**src/rtl/adc_frame_pkg.sv**
```systemverilog
package adc_frame_pkg;

  // Per-cycle strobes from control to datapath
  typedef struct packed {
    logic eoc;         // conversion in progress
    logic csActive;    // synchronized chip select asserted
    logic loadResult;  // capture a new conversion value
    logic cfgShift;    // shift one configuration bit in
    logic frameEnd;    // last falling edge of a frame
    logic sdiBit;      // synchronized serial input
  } frameStrb_t;

endpackage

```
**src/rtl/adc_frame_ctrl.sv**
```systemverilog
module adc_frame_ctrl
  import adc_frame_pkg::*;
#(
  parameter int FRAME_BITS  = 24,
  parameter int CFG_BITS    = 16,
  parameter int SYNC_STAGES = 2,
  localparam int CNT_W      = $clog2(FRAME_BITS),
  localparam int RCNT_W     = $clog2(CFG_BITS + 1)
) (
  input  logic             clk,
  input  logic             rstN,
  input  logic             csN,
  input  logic             sck,
  input  logic             sdi,
  input  logic             convDone,
  output frameStrb_t       strb,
  output logic [CNT_W-1:0] fallCnt
);

  logic [SYNC_STAGES-1:0] csPipe, sckPipe, sdiPipe;
  logic                   sckPrev;
  logic                   converting;
  logic [RCNT_W-1:0]      riseCnt;

  logic csActive, sckNow, riseEdge, fallEdge, shiftFall, frameEnd, cfgShift, loadResult;

  always_comb begin
    csActive   = !csPipe[SYNC_STAGES-1];
    sckNow     = sckPipe[SYNC_STAGES-1];
    riseEdge   = sckNow && !sckPrev;
    fallEdge   = !sckNow && sckPrev;
    shiftFall  = csActive && !converting && fallEdge;
    frameEnd   = shiftFall && (fallCnt == CNT_W'(FRAME_BITS - 1));
    cfgShift   = csActive && !converting && riseEdge && (riseCnt < RCNT_W'(CFG_BITS));
    loadResult = converting && convDone;

    strb.eoc        = converting;
    strb.csActive   = csActive;
    strb.loadResult = loadResult;
    strb.cfgShift   = cfgShift;
    strb.frameEnd   = frameEnd;
    strb.sdiBit     = sdiPipe[SYNC_STAGES-1];
  end

  always_ff @(posedge clk or negedge rstN) begin
    if (!rstN) begin
      csPipe     <= '1;
      sckPipe    <= '0;
      sdiPipe    <= '0;
      sckPrev    <= 1'b0;
      converting <= 1'b1;
      fallCnt    <= '0;
      riseCnt    <= '0;
    end else begin
      csPipe  <= {csPipe[SYNC_STAGES-2:0], csN};
      sckPipe <= {sckPipe[SYNC_STAGES-2:0], sck};
      sdiPipe <= {sdiPipe[SYNC_STAGES-2:0], sdi};
      sckPrev <= sckNow;

      if (loadResult)    converting <= 1'b0;
      else if (frameEnd) converting <= 1'b1;

      if (!csActive)      fallCnt <= '0;
      else if (frameEnd)  fallCnt <= '0;
      else if (shiftFall) fallCnt <= fallCnt + 1'b1;

      if (!csActive || frameEnd) riseCnt <= '0;
      else if (cfgShift)         riseCnt <= riseCnt + 1'b1;
    end
  end

endmodule

```
**src/rtl/adc_frame_dp.sv**
```systemverilog
module adc_frame_dp
  import adc_frame_pkg::*;
#(
  parameter int DATA_BITS  = 16,
  parameter int CFG_BITS   = 16,
  localparam int IN_W       = DATA_BITS + 4,
  localparam int FRAME_BITS = DATA_BITS + 8,
  localparam int CNT_W      = $clog2(FRAME_BITS),
  localparam int RES_W      = DATA_BITS + 2
) (
  input  logic                   clk,
  input  logic                   rstN,
  input  frameStrb_t             strb,
  input  logic [CNT_W-1:0]       fallCnt,
  input  logic signed [IN_W-1:0] convValue,
  output logic                   sdo,
  output logic                   sdoOe,
  output logic [CFG_BITS-1:0]    activeCfg
);

  localparam logic signed [IN_W-1:0] POS_LIM = IN_W'(1) <<< DATA_BITS;
  localparam logic signed [IN_W-1:0] NEG_LIM = -POS_LIM - IN_W'(1);

  logic signed [IN_W-1:0]  clamped;
  logic [RES_W-1:0]        resultReg;
  logic [CFG_BITS-1:0]     cfgReg;
  logic [FRAME_BITS-1:0]   frameVec;
  logic                    cfgOk;

  always_comb begin
    if (convValue > POS_LIM)      clamped = POS_LIM;
    else if (convValue < NEG_LIM) clamped = NEG_LIM;
    else                          clamped = convValue;
  end

  always_comb begin
    frameVec = {2'b00, resultReg, 4'b0000};
    cfgOk    = (cfgReg[CFG_BITS-1 -: 3] == 3'b101);
    sdoOe    = strb.csActive;
    if (!strb.csActive)     sdo = 1'b0;
    else if (fallCnt == '0) sdo = strb.eoc;
    else                    sdo = frameVec[CNT_W'(FRAME_BITS - 1) - fallCnt];
  end

  always_ff @(posedge clk or negedge rstN) begin
    if (!rstN) begin
      resultReg <= '0;
      cfgReg    <= '0;
      activeCfg <= '0;
    end else begin
      if (strb.loadResult)
        resultReg <= {!clamped[IN_W-1], clamped[DATA_BITS:0]};
      if (strb.cfgShift)
        cfgReg <= {cfgReg[CFG_BITS-2:0], strb.sdiBit};
      if (strb.frameEnd && cfgOk)
        activeCfg <= cfgReg;
    end
  end

endmodule

```
**src/rtl/adc_frame_gen.sv**
```systemverilog
module adc_frame_gen
  import adc_frame_pkg::*;
#(
  parameter int DATA_BITS   = 16,
  parameter int CFG_BITS    = 16,
  parameter int SYNC_STAGES = 2,
  localparam int IN_W        = DATA_BITS + 4,
  localparam int FRAME_BITS  = DATA_BITS + 8,
  localparam int CNT_W       = $clog2(FRAME_BITS)
) (
  input  logic                   clk,
  input  logic                   rstN,
  input  logic                   csN,
  input  logic                   sck,
  input  logic                   sdi,
  input  logic                   convDone,
  input  logic signed [IN_W-1:0] convValue,
  output logic                   sdo,
  output logic                   sdoOe,
  output logic [CFG_BITS-1:0]    activeCfg
);

  frameStrb_t       strb;
  logic [CNT_W-1:0] fallCnt;

  adc_frame_ctrl #(
    .FRAME_BITS(FRAME_BITS), .CFG_BITS(CFG_BITS), .SYNC_STAGES(SYNC_STAGES)
  ) u_ctrl (
    .clk(clk), .rstN(rstN), .csN(csN), .sck(sck), .sdi(sdi),
    .convDone(convDone), .strb(strb), .fallCnt(fallCnt)
  );

  adc_frame_dp #(
    .DATA_BITS(DATA_BITS), .CFG_BITS(CFG_BITS)
  ) u_dp (
    .clk(clk), .rstN(rstN), .strb(strb), .fallCnt(fallCnt),
    .convValue(convValue), .sdo(sdo), .sdoOe(sdoOe), .activeCfg(activeCfg)
  );

endmodule

```
**config.mk**
```make
export PLATFORM = sky130hd
export DESIGN_NAME = adc_frame_gen
export DESIGN_NICKNAME = d
export VERILOG_FILES = /design/src/rtl/adc_frame_pkg.sv /design/src/rtl/adc_frame_ctrl.sv /design/src/rtl/adc_frame_dp.sv /design/src/rtl/adc_frame_gen.sv
export SDC_FILE = /design/constraint.sdc
export NUM_CORES = 1
export LEC_CHECK = 0
export BUFFER_PORTS_ARGS = -buffer_cell sky130_fd_sc_hd__buf_2
export CAP_MARGIN = 40
export CORE_ASPECT_RATIO = 2
export CORE_MARGIN = 4
export CORE_UTILIZATION = 56
export CTS_CLUSTER_DIAMETER = 150
export DETAILED_ROUTE_END_ITERATION = 16
export GPL_TIMING_DRIVEN = 1
export PLACE_DENSITY = 0.88
export REMOVE_ABC_BUFFERS = 1
export SLEW_MARGIN = 10
export SYNTH_ARGS = -nofsm -noshare
export SYNTH_HDL_FRONTEND = slang
export SYNTH_SLANG_ARGS = --single-unit
```
**constraint.sdc**
```tcl
create_clock -name clk -period 2.3 [get_ports clk]
set_input_delay 0.115 -clock clk [delete_from_list [all_inputs] [get_ports clk]]
set_output_delay 0.115 -clock clk [all_outputs]
set_load 0.005 [all_outputs]
```
* Word level (Yosys, flattened, before mapping)
Cells that the tools add are included.
** Word-level totals
- Output and inout bits :: 18
- Input port bits :: 26
- Word-level logic and storage cells :: 51
- Flip-flop bits (word level) :: 68
** Cells by class
- Eq/ne operators :: 2
- Reductions and logical operators :: 19
- $lt $le $gt $ge :: 4
- Muxes and demuxes :: 13
- Add/subtract/negate cells :: 3
** Operators with widths (count)
- two-way mux 20 bit :: 2
- two-way mux 5 bit :: 5
- greater-than comparator 20 x 18 -> 1 bit (second input constant) :: 1
- < comparator 20 x 18 -> 1 bit (second input constant) :: 1
- adder 5 x 1 -> 5 bit (second input constant) :: 2
- logical AND 1 bit :: 9
- < comparator 5 x 6 -> 1 bit (second input constant) :: 1
- binary-select mux 1 bit (select 5 bit) :: 1
- equality test 5 bit (second input constant) :: 1
- zero test 1 bit :: 5
- zero test 5 bit :: 1
- < comparator 5 bit (second input constant) :: 1
- two-way mux 1 bit :: 5
- subtractor 5 bit (first input constant) :: 1
- nonzero test 2 bit :: 2
- equality test 3 bit (second input constant) :: 1
- nonzero test 3 bit :: 1
- logical OR 1 bit :: 1

* Logic depth before layout (Yosys ltp)
- Depth in word-level cells :: 6
- Gate-level depth with buffers :: 8
- Depth with buffers taken out :: 6

* Cells and area by module
A second synthesis with hierarchy kept.
** Unflattened totals
- Cells, all modules :: 266
- Area total of the unflattened synthesis :: 3143.0 sq um
** Modules (own cells, without submodules)
- adc_frame_dp :: sequential area each 1251.2 sq um, times used 1, area each 2304.7 sq um, cells each 187
- adc_frame_ctrl :: sequential area each 454.2 sq um, times used 1, area each 838.3 sq um, cells each 79

* Least setup slack after synthesis
No wires, ideal clock.
- Path type :: register to register
- Start point :: reg u_ctrl.csPipe[1]
- End point :: reg u_dp.activeCfg[10]
- Period minus slack after synthesis :: 2000 ps
- Library setup time :: 125 ps
- Setup slack :: 300 ps
- Path buffers :: 2
- Cell stages (with the launch flop) :: 7
- Arrival time :: 1875 ps
- Data required time :: 2175 ps
- Cells stage by stage :: dfstp_2 > buf_6 > nor4b_4 > nand4_4 > nor3_4 > buf_8 > mux2_4
** Between the ends
- Longest elaborated chain between the ends :: 5
** RTL lines
- start, declared :: RTL line adc_frame_ctrl.sv:20 : logic [SYNC_STAGES-1:0] csPipe, sckPipe, sdiPipe;
- start signal, assigned :: RTL line adc_frame_ctrl.sv:55 : csPipe <= {csPipe[SYNC_STAGES-2:0], csN};
- zero test 1 bit :: RTL line adc_frame_ctrl.sv:28 : csActive = !csPipe[SYNC_STAGES-1];
- logical AND 1 bit (2 in a row) :: RTL line adc_frame_ctrl.sv:32 : shiftFall = csActive && !converting && fallEdge;
- logical AND 1 bit :: RTL line adc_frame_ctrl.sv:33 : frameEnd = shiftFall && (fallCnt == CNT_W'(FRAME_BITS - 1));
- logical AND 1 bit :: RTL line adc_frame_dp.sv:55 : if (strb.frameEnd && cfgOk)
- end signal, assigned :: RTL line adc_frame_dp.sv:56 : activeCfg <= cfgReg;
- end, declared :: RTL line adc_frame_dp.sv:18 : output logic [CFG_BITS-1:0] activeCfg
Every way passes these cells.
A chain may end at the register's enable or synchronous reset.

* Worst setup path after layout
- Start point :: reg u_ctrl.fallCnt[0]
- End point :: out sdo
** Between the ends
- Longest elaborated chain between the ends :: 5
- Elaborated cells between the ends (all ways) :: 6
- Classes of those cells :: add/sub: 1; mux: 4; reduce/logical: 1
** RTL lines
- start, declared :: RTL line adc_frame_ctrl.sv:17 : output logic [CNT_W-1:0] fallCnt
- start signal, assigned :: RTL line adc_frame_ctrl.sv:65 : else if (shiftFall) fallCnt <= fallCnt + 1'b1;
- subtractor 5 bit :: RTL line adc_frame_dp.sv:42 : else sdo = frameVec[CNT_W'(FRAME_BITS - 1) - fallCnt];
- binary-select mux 1 bit (select 5 bit) :: RTL line adc_frame_dp.sv:42
- two-way mux 1 bit (not written as such) :: RTL line adc_frame_dp.sv:42
- two-way mux 1 bit * :: RTL line adc_frame_dp.sv:41 : else if (fallCnt == '0) sdo = strb.eoc;
- two-way mux 1 bit * :: RTL line adc_frame_dp.sv:40 : if (!strb.csActive) sdo = 1'b0;
- end, declared :: RTL line adc_frame_gen.sv:18 : output logic sdo,
Every way passes the cells marked *; elsewhere a longest branch is shown, timed or not. The select of a mux whose other input is x is not followed.

==> reports/summary.txt <==
critical path's slowest cell -> dfrtp_1
Synth Warn # -> 0
Finished Cell Area -> 3580 sq um
Initial Util -> 58.1%
post-synthesis cell area -> 3010 sq um
largest area contributor in the netlist -> dfrtp_1
Synth Area in XOR/XNOR -> 1.74%
Hold Path Class -> input port to flip-flop
row cnt -> 37
placed inst area -> 3310 sq um
PwrDens -> 762 nW/um^2
Pre-antenna DRT Iters -> 4
Final Skew -> 0.00986 ns
area of the multi-input gates -> 1230 sq um
die width -> 59.9 um
VDD IR-drop max -> 0.658 mV
Worst-Skew Late Latency -> 0.34 ns
clock buffer count from CTS -> 9
clock transition at the registers of the reported paths -> 0.06 ns
Max-cap violations -> 0
Critical Path Max Stage Delay -> 0.44 ns
critical path cell sequence -> buf_4, mux4_2, mux2i_1, or4_1, nand3_1, buf_2
Tcrit/Tclk final -> 93.7%
Max Fanout on Critical Path -> 5
number of setup violations in the final report -> 0
fillers -> 375
CTS max path bufs -> 2
Post-synth top cells -> 65 x dfrtp_1, 25 x nor2_1, 22 x mux2_2
post-synthesis instance total -> 243
Die Y-Extent -> 112 um
Post-Syn Area per Cell -> 12.4 sq um
RSZ-0062 raised after global routing -> no
drt via density -> 5.74
outcome -> finished, final reports clean
antenna violations before repair -> 0
setup repair bufs after CTS -> 0
post-synthesis mux area share -> 15.7%
Final ANT Viol Nets -> 0
Simple-Gate Fraction of Synth Area -> 13.9%
endpoints failing hold -> 0
largest net degree at the start of global routing -> 40
Final Critical Period -> 2.15 ns
top post-synthesis cells by area -> dfrtp_1 54%, mux2_2 8.2%, mux2_4 3.5%
CP Launch Point -> u_ctrl.fallCnt[0]
GRT Total Usage -> 19.2%
Critical Path Start Type -> flip-flop
CTS root buf -> clkbuf_8
Synth Flop Type -> dfrtp_1
Area Overhead vs Synth -> 18.9%
Worst R2R Start -> u_ctrl.sckPipe[1]
Compound-Gate Fraction of Synth Area -> 7.31%
Clock Sinks -> 68
crit path DAT -> 2.04 ns
Max Clk Rate -> 464 MHz
Detail Placement HPWL -> 4160 um
Crit. End Element -> primary output
cells on worst reg2reg path -> 5
Port-buffer cells -> 43
Worst setup endpoint -> sdo
ys async rst share -> 100%
fin nets -> 331
Hold Worst Slack -> 0.0440 ns
r2r endpoint -> u_dp.activeCfg[5]
slew at the pin with the worst max-slew slack -> 0.700 ns
largest family of logic cells by synthesized area -> multiplexers
post-layout util -> 69.1%
Seq/Total Area, Yosys -> 56.6%
Synth Area in Adders -> 2.08%
CTS tree -> built
most frequent cell after synthesis -> dfrtp_1
Antenna diodes -> 0
Yosys reg bits -> 68
kind of critical path -> flip-flop to primary output
Initial DRC Count -> 58
vias post-DR -> 2078
vias in the first global route -> 2127
post-synth top area share -> 54.0%
Req. time, crit path -> 2.18 ns
io pins -> 44
Post-Layout Cell Count -> 362
DRC viols -> 0
Register Area -> 1710 sq um
total gr overflow -> 0
H-tree depth -> 3
routed length per instance -> 15.6 um
layout cell share with drive strength beyond 1 -> 36.2%
Slew headroom -> 53.3%
Netlist cell types -> 44
Final GP Congestion -> 0.823
R2R setup slack -> 0.40 ns
Leakage Power -> 0.00176 uW
EDFF count, synth -> 0
Routed Wire Length -> 5650 um
Placed Cells -> 342
global-route wire length before repair -> 9590 um
setup tns final -> 0 ns
die area -> 6690 sq um
core area -> 5180 sq um
Slew Viols, Final -> 0
## worst min path at each step
stage               depth (start not counted)           from                 end  slack (ns)
CTS                                         2  convValue[19]  u_dp.resultReg[17]        0.03
detailed placement                          1           rstN  u_dp.activeCfg[12]        0.19
global route                                2  convValue[19]  u_dp.resultReg[17]        0.03
finish                                      2  convValue[19]  u_dp.resultReg[17]        0.04
global placement                            1           rstN  u_dp.activeCfg[12]        0.18
floorplan                                   0           rstN   u_ctrl.fallCnt[0]       -0.18
## cells in the final DEF, fill, tap and decap left out, types with 2 or more instances in the layout
master	synthesis	routed
clkbuf_8	0	11
buf_2	2	43
mux4_2	4	4
xnor2_1	2	2
mux2_2	22	22
a31o_2	2	2
xor2_1	4	4
nand4_1	6	6
nor4_1	6	6
nand3_1	6	6
ha_1	5	5
mux2_4	7	7
a21boi_0	2	2
dfrtp_1	65	65
dfstp_2	3	3
mux2i_1	3	3
inv_1	6	6
o2111ai_1	3	3
o21ai_0	18	18
or2_2	2	2
o31ai_1	2	2
buf_4	1	6
dlygate4sd3_1	0	5
nor2b_1	3	3
bufinv_16	0	2
nand2_1	21	21
nor2_1	25	25
## critical path, delay by kind of cell, from the launching register on
| family | cells | cell delay (ns) |
|---|---|---|
| AND/OR/NAND/NOR | 2 | 0.54 |
| flip-flops | 1 | 0.44 |
| multiplexers | 2 | 0.40 |
| buffers and inverters | 2 | 0.31 |
## kinds of logic after synthesis
family | count (synthesis)
mux | 36
simple gates | 79
fa+ha+maj | 5
flops | 68
compound gates | 34
buf+inv | 15
xor+xnor | 6
## sequential cells by signal (all words and copies together) (netlist names)
signal,flops
u_dp.resultReg,18
u_ctrl.sckPipe,2
u_ctrl.riseCnt,5
u_ctrl.fallCnt,5
u_ctrl.sckPrev,1
u_dp.activeCfg,16
u_ctrl.sdiPipe,2
u_ctrl.converting,1
u_ctrl.csPipe,2
u_dp.cfgReg,16
## through the flow
step | worst slack, ns | total power, uW
finish | 0.146 | 2730
global route | 0.0259 | 2850
CTS | 0.107 | 2760
detailed placement | 0.410 | 1650
global placement | 0.471 | 1630
floorplan | 0.204 | 1530
## per-layer routing
layer / part of all wire, % / track usage, %
met2: 55 / 33.3
met1: 37 / 20.5
met5: 0 / 0
met4: 2.4 / 8.73
met3: 5.0 / 5.34
## power by group
part	switching [uW]	internal [uW]	leakage (uW)
Combinational	117	136	0.000749
Sequential	76.1	1310	0.000895
Clock	429	662	0.000111
Total	622	2110	0.00176
## final cells by class
cell class / instances / share of cell area, %
Clock buffer: 11 / 4.23
Clock inverter: 4 / 2.03
Inverter: 6 / 0.629
Multi-Input combinational cell: 160 / 34.2
Sequential cell: 68 / 47.6
Tap cell: 58 / 2.03
Timing Repair Buffer: 55 / 9.22
## repair_timing
action                                  in CTS  in global routing
endpoints found under the hold margin       33                  0
gates resized for setup                      0                  0
endpoints found under the setup margin       0                  0
hold buffers                                 5                  0
Power figures use the tool's default switching activity.
